### config.mk
export PLATFORM = sky130hd
export DESIGN_NAME = secded84_codec
export DESIGN_NICKNAME = d
export VERILOG_FILES = /design/src/rtl/secded84_pkg.sv /design/src/rtl/secded84_datapath.sv /design/src/rtl/secded84_ctrl.sv /design/src/rtl/secded84_codec.sv
export SDC_FILE = /design/constraint.sdc
export NUM_CORES = 1
export LEC_CHECK = 0
export BUFFER_PORTS_ARGS = -buffer_cell sky130_fd_sc_hd__buf_2
export CAP_MARGIN = 25
export CORE_MARGIN = 8
export CORE_UTILIZATION = 50
export CTS_CLUSTER_DIAMETER = 80
export CTS_CLUSTER_SIZE = 24
export DETAILED_ROUTE_END_ITERATION = 7
export HOLD_SLACK_MARGIN = 0.12
export PLACE_DENSITY_LB_ADDON = 0.08
export RECOVER_POWER = 50
export SYNTH_ARGS = -nofsm -noshare
export SYNTH_HDL_FRONTEND = slang
export SYNTH_SLANG_ARGS = --single-unit
### constraint.sdc
create_clock -name clk -period 0.8 [get_ports clk]
set_clock_uncertainty 0.05 [all_clocks]
set_input_delay 0.16 -clock clk [delete_from_list [all_inputs] [get_ports clk]]
set_output_delay 0.16 -clock clk [all_outputs]
set_load 0.05 [all_outputs]
### src/rtl/secded84_pkg.sv
package secded84_pkg;
  localparam int DATA_W = 4;
  localparam int SYN_W  = 3;
  localparam int CODE_W = (1 << SYN_W);

  // Strobes from the classifier to the datapath.
  typedef struct packed {
    logic fixData;    // flip the position named by the syndrome
    logic fixParity;  // only the parity bit was hit
    logic dblErr;     // two flips, leave data untouched
  } decStrobe_t;

  // Codeword position (1-based) of nibble bit i: skip powers of two.
  function automatic int dataPos(input int i);
    int cnt;
    dataPos = 0;
    cnt = 0;
    for (int p = 1; p < CODE_W; p++) begin
      if ((p & (p - 1)) != 0) begin
        if (cnt == i) dataPos = p;
        cnt++;
      end
    end
  endfunction
endpackage

### src/rtl/secded84_datapath.sv
module secded84_datapath
  import secded84_pkg::*;
(
  input  logic [DATA_W-1:0] encData,
  output logic [CODE_W-1:0] encWord,
  input  logic [CODE_W-1:0] decWord,
  output logic [SYN_W-1:0]  syndrome,
  output logic              parityFail,
  input  decStrobe_t        strobe,
  output logic [DATA_W-1:0] decData
);
  logic [CODE_W-1:0] fixedWord;

  // Encoder: place data, then fill check bits and overall parity.
  always_comb begin
    logic c;
    encWord = '0;
    for (int i = 0; i < DATA_W; i++) encWord[dataPos(i)-1] = encData[i];
    for (int k = 0; k < SYN_W; k++) begin
      c = 1'b0;
      for (int p = 1; p < CODE_W; p++)
        if (((p >> k) & 1) == 1) c = c ^ encWord[p-1];
      encWord[(1 << k) - 1] = c;
    end
    encWord[CODE_W-1] = ^encWord[CODE_W-2:0];
  end

  // Syndrome: XOR over each coverage group including the stored check bit.
  always_comb begin
    for (int k = 0; k < SYN_W; k++) begin
      syndrome[k] = 1'b0;
      for (int p = 1; p < CODE_W; p++)
        if (((p >> k) & 1) == 1) syndrome[k] = syndrome[k] ^ decWord[p-1];
    end
  end

  assign parityFail = ^decWord;

  always_comb begin
    fixedWord = decWord;
    if (strobe.fixData) fixedWord[syndrome - 1'b1] = ~decWord[syndrome - 1'b1];
  end

  always_comb begin
    for (int i = 0; i < DATA_W; i++) decData[i] = fixedWord[dataPos(i)-1];
  end

  // every produced codeword has even weight
  always_comb assert_enc_even_R2: assert (^encWord == 1'b0);
  // on a double error the datapath must not modify the word
  always_comb if (strobe.dblErr) assert_dbl_nofix_R6: assert (fixedWord == decWord);
endmodule

### src/rtl/secded84_ctrl.sv
module secded84_ctrl
  import secded84_pkg::*;
(
  input  logic [SYN_W-1:0] syndrome,
  input  logic             parityFail,
  output decStrobe_t       strobe
);
  logic synHit;
  assign synHit = (syndrome != '0);

  always_comb begin
    strobe.fixData   = synHit && parityFail;
    strobe.fixParity = !synHit && parityFail;
    strobe.dblErr    = synHit && !parityFail;
  end

  // exactly one class at most
  always_comb assert_one_class_R7:
    assert ($onehot0({strobe.fixData, strobe.fixParity, strobe.dblErr}));
endmodule

### src/rtl/secded84_codec.sv
module secded84_codec
  import secded84_pkg::*;
#(
  parameter bit REG_OUT = 1'b1
) (
  input  logic              clk,
  input  logic              rstN,
  input  logic [3:0]        encData,
  output logic [7:0]        encWord,
  input  logic [7:0]        decWord,
  output logic [3:0]        decData,
  output logic              singleFix,
  output logic              doubleErr
);
  logic [CODE_W-1:0] encWordC;
  logic [DATA_W-1:0] decDataC;
  logic [SYN_W-1:0]  syndrome;
  logic              parityFail;
  decStrobe_t        strobe;

  secded84_datapath u_dp (
    .encData(encData), .encWord(encWordC), .decWord(decWord),
    .syndrome(syndrome), .parityFail(parityFail), .strobe(strobe),
    .decData(decDataC)
  );

  secded84_ctrl u_ctrl (
    .syndrome(syndrome), .parityFail(parityFail), .strobe(strobe)
  );

  generate
    if (REG_OUT) begin : g_reg
      always_ff @(posedge clk or negedge rstN) begin
        if (!rstN) begin
          encWord   <= '0;
          decData   <= '0;
          singleFix <= 1'b0;
          doubleErr <= 1'b0;
        end else begin
          encWord   <= encWordC;
          decData   <= decDataC;
          singleFix <= strobe.fixData | strobe.fixParity;
          doubleErr <= strobe.dblErr;
        end
      end

      assert_flags_excl_R7: assert property (@(posedge clk) disable iff (!rstN)
        !(singleFix && doubleErr));
      assert_clean_pass_R3: assert property (@(posedge clk) disable iff (!rstN)
        ($past(rstN) && !singleFix && !doubleErr) |->
          decData == {$past(decWord[6]), $past(decWord[5]), $past(decWord[4]), $past(decWord[2])});
      assert_dbl_raw_R6: assert property (@(posedge clk) disable iff (!rstN)
        ($past(rstN) && doubleErr) |->
          decData == {$past(decWord[6]), $past(decWord[5]), $past(decWord[4]), $past(decWord[2])});
      assert_enc_even_R8: assert property (@(posedge clk) disable iff (!rstN)
        $past(rstN) |-> (^encWord == 1'b0));
    end else begin : g_comb
      assign encWord   = encWordC;
      assign decData   = decDataC;
      assign singleFix = strobe.fixData | strobe.fixParity;
      assign doubleErr = strobe.dblErr;
    end
  endgenerate
endmodule

==> results of run 1 <==
-- kinds of logic after synthesis --
kind of cell / Yosys count / synth area share
AO/OA/AOI/OAI: 19 / 0.153
flip-flops: 14 / 0.375
buffers and inverters: 10 / 0.0683
multiplexers: 1 / 0.0120
AND/OR/NAND/NOR: 37 / 0.189
XOR/XNOR: 20 / 0.203
-- per-stage QoR --
step	setup slack (ns)	hold slack, ns	cell area [sq um]
after floorplan	-0.378	-0.186	1090
after global placement	-0.636	0.00319	1340
after detailed placement	-0.680	0.00965	1340
after CTS	-0.286	0.0544	1650
-- synth_stat cells, types with 3 or more instances --
cell type / instances / area, sq um
dfrtp_1: 14 / 350
nand2_1: 11 / 41.3
xor2_1: 5 / 43.8
a21oi_1: 5 / 25.0
and3_1: 4 / 25.0
nand3_1: 3 / 15.0
buf_2: 4 / 20.0
nor2_1: 10 / 37.5
nor3_1: 3 / 15.0
o221ai_1: 3 / 26.3
xnor2_1: 13 / 114
-- what timing repair did --
action,4_1_cts
setup endpoints to repair,20
pin swaps,12
setup buffers,7
gates cloned,0
hold buffers,1
resized for setup,58
hold endpoints to repair,19
==> impl_metrics.yaml, run 1 <==
yosys:
  avgSynthCellArea_sq_um: 9.25
  postSynth.asyncResetShare: 1.00
  synth_seq_area_share: 0.375
  ys_warn_count: 0
  syn-num-nets: 115
  synth_edf_count: 0
  ys_ff_latch: 14
  synth_cells: 101
  ys_dominant_reg_cell: "dfrtp_1"
  syn_area_sq_um: 935
  ys_types: 32
floorplan:
  start_util: 0.535
  rows: 15
  die_x_um: 59.2
  io_pins: 28
  die_h_um: 59.2
clock_network:
  htree_levels: 1
  root_buffer: "clkbuf_4"
  clock_path_buffers: 2
  clock_sinks: 14
  numCtsBuffers: 3
global_route:
  antenna_found_initial: 0
  grt_max_degree: 15
placement:
  dp_cells: 169
  port_buffers: 27
  hpwl_mm: 2.02
  place.gp.congestion: 0.927
run_status:
  error: "[ERROR DPL-0033] detailed placement checks failed during check placement."
  lastStage: "global routing"
  status: "did not finish"
timing:
  worstEndpointType: "primary output"
  worstEndpointGrtRepair: "encWord[7]"
==> inputs of run 2 (changes only) <==
--- a/config.mk
+++ b/config.mk
@@ -7,13 +7,10 @@
 export LEC_CHECK = 0
 export BUFFER_PORTS_ARGS = -buffer_cell sky130_fd_sc_hd__buf_2
 export CAP_MARGIN = 25
-export CORE_MARGIN = 8
-export CORE_UTILIZATION = 50
-export CTS_CLUSTER_DIAMETER = 80
-export CTS_CLUSTER_SIZE = 24
+export CORE_AREA = 8 8 69 71
 export DETAILED_ROUTE_END_ITERATION = 7
-export HOLD_SLACK_MARGIN = 0.12
-export PLACE_DENSITY_LB_ADDON = 0.08
+export DIE_AREA = 0 0 77 79
+export PLACE_DENSITY_LB_ADDON = 0.15
 export RECOVER_POWER = 50
 export SYNTH_ARGS = -nofsm -noshare
 export SYNTH_HDL_FRONTEND = slang
==> run 2 against run 1 <==
Effect of this change:
- synthesized area unchanged
- the flow now finishes, with violations (negative setup slack)
- synthesized cell count unchanged
==> impl_metrics.yaml, run 2 <==
floorplan:
  core_area_sq_um: 3800
  rows: 23
  die_x_um: 77
  dieArea_sq_um: 6080
  io_pins: 28
  start_util: 0.246
  die_h_um: 79
drt:
  first_pass_iters: 4
  wl_mm: 2.68
  wl_per_cell_um: 13.3
  drt_iter0_drc: 15
  vias: 893
  vias_per_cell: 4.42
  final_antenna_net_count: 0
  drc: 0
worst_setup_path:
  cp.arrival_ns: 1.13
  end_kind: "flop"
  cp_top_family: "simple AND/OR/NAND/NOR gates"
  path_class: "in -> reg"
  cp_max_fo: 5
  crit_path_start_kind: "input pin"
  path_cells: "buf_12 > buf_12 > xor2_4 > or3_4 > a21oi_2 > o41ai_2"
  path_common_cell: "buf_12"
  cpPeakStageDelay_ns: 0.33
  cp_slowest_cell: "or3_4"
  crit_required_ns: 0.86
  worst-path-buf-inv: 2
cells_and_area:
  top_register: "encWord"
  largest_reg_flops: 8
  final_common_cell: "buf_4"
  syn2layout_area_growth_pct: 91.6
  drive_gt1_frac: 0.546
  reg.largest.list: "encWord (8), decData (4)"
  fin_nets: 168
  final_cell_mix: "buf_4 (22), buf_6 (16), dfrtp_1 (14)"
  antenna-diode-count: 0
clock_network:
  clock_sinks: 14
  root_buffer: "clkbuf_8"
  path_clk_slew_ns: 0.05
  cts_tree: "built"
  htree_levels: 1
  numCtsBuffers: 3
  clock_path_buffers: 2
yosys:
  postSynth.asyncResetShare: 1.00
  synth_seq_area_share: 0.375
  ys_warn_count: 0
  ys_ff_latch: 14
  synth.most_common_cell: "dfrtp_1"
  yosysTopAreaCellShare: 0.375
  syn-num-nets: 115
  ys_top_cells_by_count: "dfrtp_1 (14), xnor2_1 (13), nand2_1 (11)"
  ys_types: 32
  avgSynthCellArea_sq_um: 9.25
  synth_area_leaders: "dfrtp_1 (37%), xnor2_1 (12%), xor2_1 (4.7%)"
  synth_edf_count: 0
  syn_area_sq_um: 935
  ys_dominant_reg_cell: "dfrtp_1"
  synth_cells: 101
  synth_largest_area_cell: "dfrtp_1"
placement:
  place.gp.congestion: 0.769
  port_buffers: 27
  hpwl_mm: 2.01
worst_hold_path:
  hp-class: "in -> reg"
timing:
  setup_viol: 20
  worst_pin_slew_ns: 0.325
  finalCriticalPeriod_ns: 1.07
  fmax_mhz: 936
  final_hold_viol_count: 0
  period_share: 1.34
  rsz0062_at_grt: "yes"
  slew_violations: 0
  relSlewSlack: 0.783
  fin_ws_ns: -0.268
  holdWs_ns: 0.0467
pwr:
  leakage_nw: 0.769
  finalPower_w: 0.00299
  p_per_area_nw_per_um2: 1670
  ir_worst_vdd_mv: 0.465
global_route:
  grt_pass1_vias: 938
  grt_max_degree: 15
  antenna_found_initial: 0
  grt_usage: 0.0897
  grt_overflow: 0
  grt_pass1_wl_mm: 4.44
flow_run:
  drv_cap: 0
run_status:
  status: "finished with violations"
  violations: "negative setup slack"
run 2: cell counts after synthesis:
No cell type changed its count.
run 2: metal layers:
metal / routed length [um] / part of all wire / GRT usage / vias to the layer above
li1: - / - / - / 454
met1: 1060 / 0.40 / 0.0995 / 415
met2: 1470 / 0.55 / 0.161 / 22
met3: 126 / 0.047 / 0.0203 / 2
met4: 21 / 0.0078 / 0.0396 / 0
met5: 0 / 0 / 0 / -
run 2: what timing repair did:
action / 4_1_cts / 5_1_grt
setup endpoints to repair: 20 / 20
pin swaps: 11 / 11
buffers inserted: 2 / 4
hold buffers: 1 / 0
cloned: 1 / 0
endpoints found under the hold margin: 14 / 0
resized for setup: 59 / 15
run 2: worst paths after layout:
| kind | cells past startpoint | from | slack [ns] | to |
|---|---|---|---|---|
| worst max-delay path | 6 | decWord[1] | -0.27 | decData[0] |
| worst min-delay path | 1 | encData[2] | 0.05 | encWord[5] |
| min in group asynchronous | 2 | rstN | 0.31 | decData[3] |
| max in group asynchronous | 2 | rstN | 0.15 | encWord[5] |
run 2: power by group:
group / internal, W / leakage, nW / switching [W]
clock network: 0.000330 / 0.0216 / 0.000203
logic: 0.000708 / 0.585 / 0.000883
registers: 0.000815 / 0.162 / 0.0000469
total: 0.00185 / 0.769 / 0.00113
run 2: layout make-up:
| cell class | instances | area (sq um) |
|---|---|---|
| well taps | 50 | 62.6 |
| inverters | 2 | 7.51 |
| flip-flops and latches | 14 | 350 |
| clock buffers | 3 | 41.3 |
| repair buffers | 56 | 556 |
| multi-input cells | 77 | 773 |
| fillers | 364 | 2010 |
run 2: cell families (layout without fill, tap and decap cells):
kind of cell    count (synthesis)  count (layout)  synth area share
flops                          14              14             0.375
mux                             1               1            0.0120
simple gates                   37              37             0.189
buf+inv                        10              61            0.0683
xor+xnor                       20              20             0.203
compound gates                 19              19             0.153
run 2: through the flow:
step,worst slack [ns],std cells,TNS (ns),cell area [sq um],utilization
floorplan,-0.378,101,-2.05,1090,-
global placement,-0.606,191,-3.41,1350,0.356
detailed placement,-0.590,191,-3.52,1350,0.356
CTS,-0.280,198,-3.83,1690,0.445
global route,-0.334,202,-4.29,1790,0.471
finish,-0.268,202,-3.61,1790,0.471
(Power assumes the default switching activity.)
==> inputs of run 3 (changes only) <==
--- a/config.mk
+++ b/config.mk
@@ -14,4 +14,5 @@
 export RECOVER_POWER = 50
 export SYNTH_ARGS = -nofsm -noshare
 export SYNTH_HDL_FRONTEND = slang
+export SYNTH_HIERARCHICAL = 1
 export SYNTH_SLANG_ARGS = --single-unit
==> run 3 against run 2 <==
Effect of this change:
- highest routed layer unchanged
- first-iteration DRC count rose to 2.6 times the previous value
- fmax decreased by 35%
- critical path type unchanged
- critical endpoint unchanged
- sequential share of layout area is 0.17 points higher
- the flow still finishes with violations (negative setup slack)
- sequential power increased by 2%
- design area down 0.84%
==> impl_metrics.yaml, run 3 <==
worst_hold_path:
  hp-class: "in -> reg"
global_route:
  antenna_found_initial: 0
  grt_overflow: 0
  grt_max_degree: 15
  grt_pass1_vias: 1027
  grt_usage: 0.0912
  grt_pass1_wl_mm: 4.63
timing:
  relSlewSlack: 0.768
  final_hold_viol_count: 0
  worst_pin_slew_ns: 0.345
  rsz0062_at_grt: "yes"
  fin_ws_ns: -0.847
  period_share: 2.06
  fmax_mhz: 607
  setup_viol: 20
  slew_violations: 0
  finalCriticalPeriod_ns: 1.65
drt:
  drc: 0
  vias_per_cell: 4.64
  wl_mm: 2.63
  drt_iter0_drc: 39
  wl_per_cell_um: 12.5
  final_antenna_net_count: 0
  first_pass_iters: 4
  vias: 978
yosys:
  synth_area_leaders: "dfrtp_1 (33%), xnor2_1 (11%), xnor2_4 (5.2%)"
  postSynth.asyncResetShare: 1.00
  synth.most_common_cell: "dfrtp_1"
  synth_largest_area_cell: "dfrtp_1"
  synth_cells: 109
  ys_types: 43
  ys_dominant_reg_cell: "dfrtp_1"
  synth_seq_area_share: 0.334
  ys_warn_count: 6
  synth_edf_count: 0
  ys_ff_latch: 14
  syn-num-nets: 123
  yosysTopAreaCellShare: 0.334
  avgSynthCellArea_sq_um: 9.63
  ys_top_cells_by_count: "dfrtp_1 (14), xnor2_1 (13), nand2_1 (10)"
  syn_area_sq_um: 1050
cells_and_area:
  fin_area_sq_um: 1780
  fin_nets: 176
  antenna-diode-count: 0
  largest_reg_flops: 8
  multi_input_area_sq_um: 748
  top_register: "encWord"
  syn2layout_area_growth_pct: 69.1
  reg.largest.list: "encWord (8), decData (4)"
  drive_gt1_frac: 0.522
  post-route-util: 0.467
  register_area_sq_um: 350
  fill_cells: 375
  final_cell_mix: "buf_4 (22), buf_6 (22), dfrtp_1 (14)"
clock_network:
  numCtsBuffers: 3
  clock_sinks: 14
  clock_path_buffers: 2
  cts_tree: "built"
  path_clk_slew_ns: 0.05
  htree_levels: 1
  root_buffer: "clkbuf_8"
run_status:
  violations: "negative setup slack"
  status: "finished with violations"
worst_setup_path:
  crit_required_ns: 0.87
  end_kind: "flop"
  cp.arrival_ns: 1.72
  crit_path_start_kind: "input pin"
  path_class: "in -> reg"
  cp_max_fo: 3
pwr:
  leakage_nw: 0.766
  ir_worst_vdd_mv: 0.562
  p_per_area_nw_per_um2: 1930
floorplan:
  dieArea_sq_um: 6080
  die_x_um: 77
  die_h_um: 79
  io_pins: 28
  rows: 23
  start_util: 0.276
  core_area_sq_um: 3800
placement:
  placed_area_sq_um: 1390
  place.gp.congestion: 0.775
  port_buffers: 27
  hpwl_mm: 2.05
flow_run:
  drv_cap: 0
## run 3: worst paths after layout
| check | start | endpoint | slack (ns) | cells past startpoint |
|---|---|---|---|---|
| max | decWord[4] | decData[0] | -0.85 | 8 |
| min | encData[2] | encWord[5] | 0.04 | 1 |
| max in group asynchronous | rstN | decData[0] | 0.16 | 2 |
| min in group asynchronous | rstN | decData[3] | 0.30 | 2 |
## run 3: layer usage
| layer | part of all wire | GRT usage | wire [um] | up-vias |
|---|---|---|---|---|
| met1 | 0.42 | 0.100 | 1110 | 462 |
| met5 | 0 | 0 | 0 | - |
| met2 | 0.50 | 0.159 | 1310 | 31 |
| li1 | - | - | - | 480 |
| met4 | 0.022 | 0.0509 | 57 | 0 |
| met3 | 0.057 | 0.0226 | 150 | 5 |
## run 3: power by group
part	switching (W)	internal (W)
clock network	0.000234	0.000435
registers	0.0000525	0.000824
logic	0.000994	0.000894
## run 3: area by class of cell
type | count | share of cell area
clock buffers | 4 | 0.0310
inverters | 4 | 0.00846
multi-input cells | 79 | 0.421
flip-flops and latches | 14 | 0.197
well taps | 50 | 0.0352
repair buffers | 60 | 0.307
## run 3: what timing repair did
action / CTS / global route
setup endpoints to repair: 20 / 20
gates resized for setup: 58 / 12
pin swaps: 16 / 12
buffers inserted: 5 / 0
hold buffers: 1 / 0
hold endpoints to repair: 14 / 0
## run 3: cell families after synthesis
| family | Yosys count | share of synthesized area |
|---|---|---|
| AOI/OAI and AO/OA | 23 | 0.156 |
| xor gates and xnor gates | 20 | 0.224 |
| buffers and inverters | 16 | 0.0918 |
| DFF | 14 | 0.334 |
| muxes | 2 | 0.0238 |
| and+or+nand+nor | 34 | 0.170 |
## run 3: per-stage QoR
stage | instances | setup WS, ns | TNS [ns] | hold slack [ns] | power (W)
3_5_place_dp | 201 | -1.16 | -5.95 | 0.0183 | 0.00229
5_1_grt | 211 | -0.888 | -7.16 | 0.0302 | 0.00363
6_report | 211 | -0.847 | -6.38 | 0.0370 | 0.00343
2_1_floorplan | 109 | -1.08 | -4.61 | -0.186 | 0.00183
3_3_place_gp | 201 | -1.13 | -6.04 | 0.0106 | 0.00228
4_1_cts | 211 | -0.822 | -6.54 | 0.0151 | 0.00339
## run 3: worst max-delay path: stages
cell and delay [ns]:
buf_8 0.10, buf_6 0.11, xnor2_4 0.19, xor2_2 0.24
buf_4 0.16, nand2_2 0.05, or3b_4 0.40, mux2_4 0.31
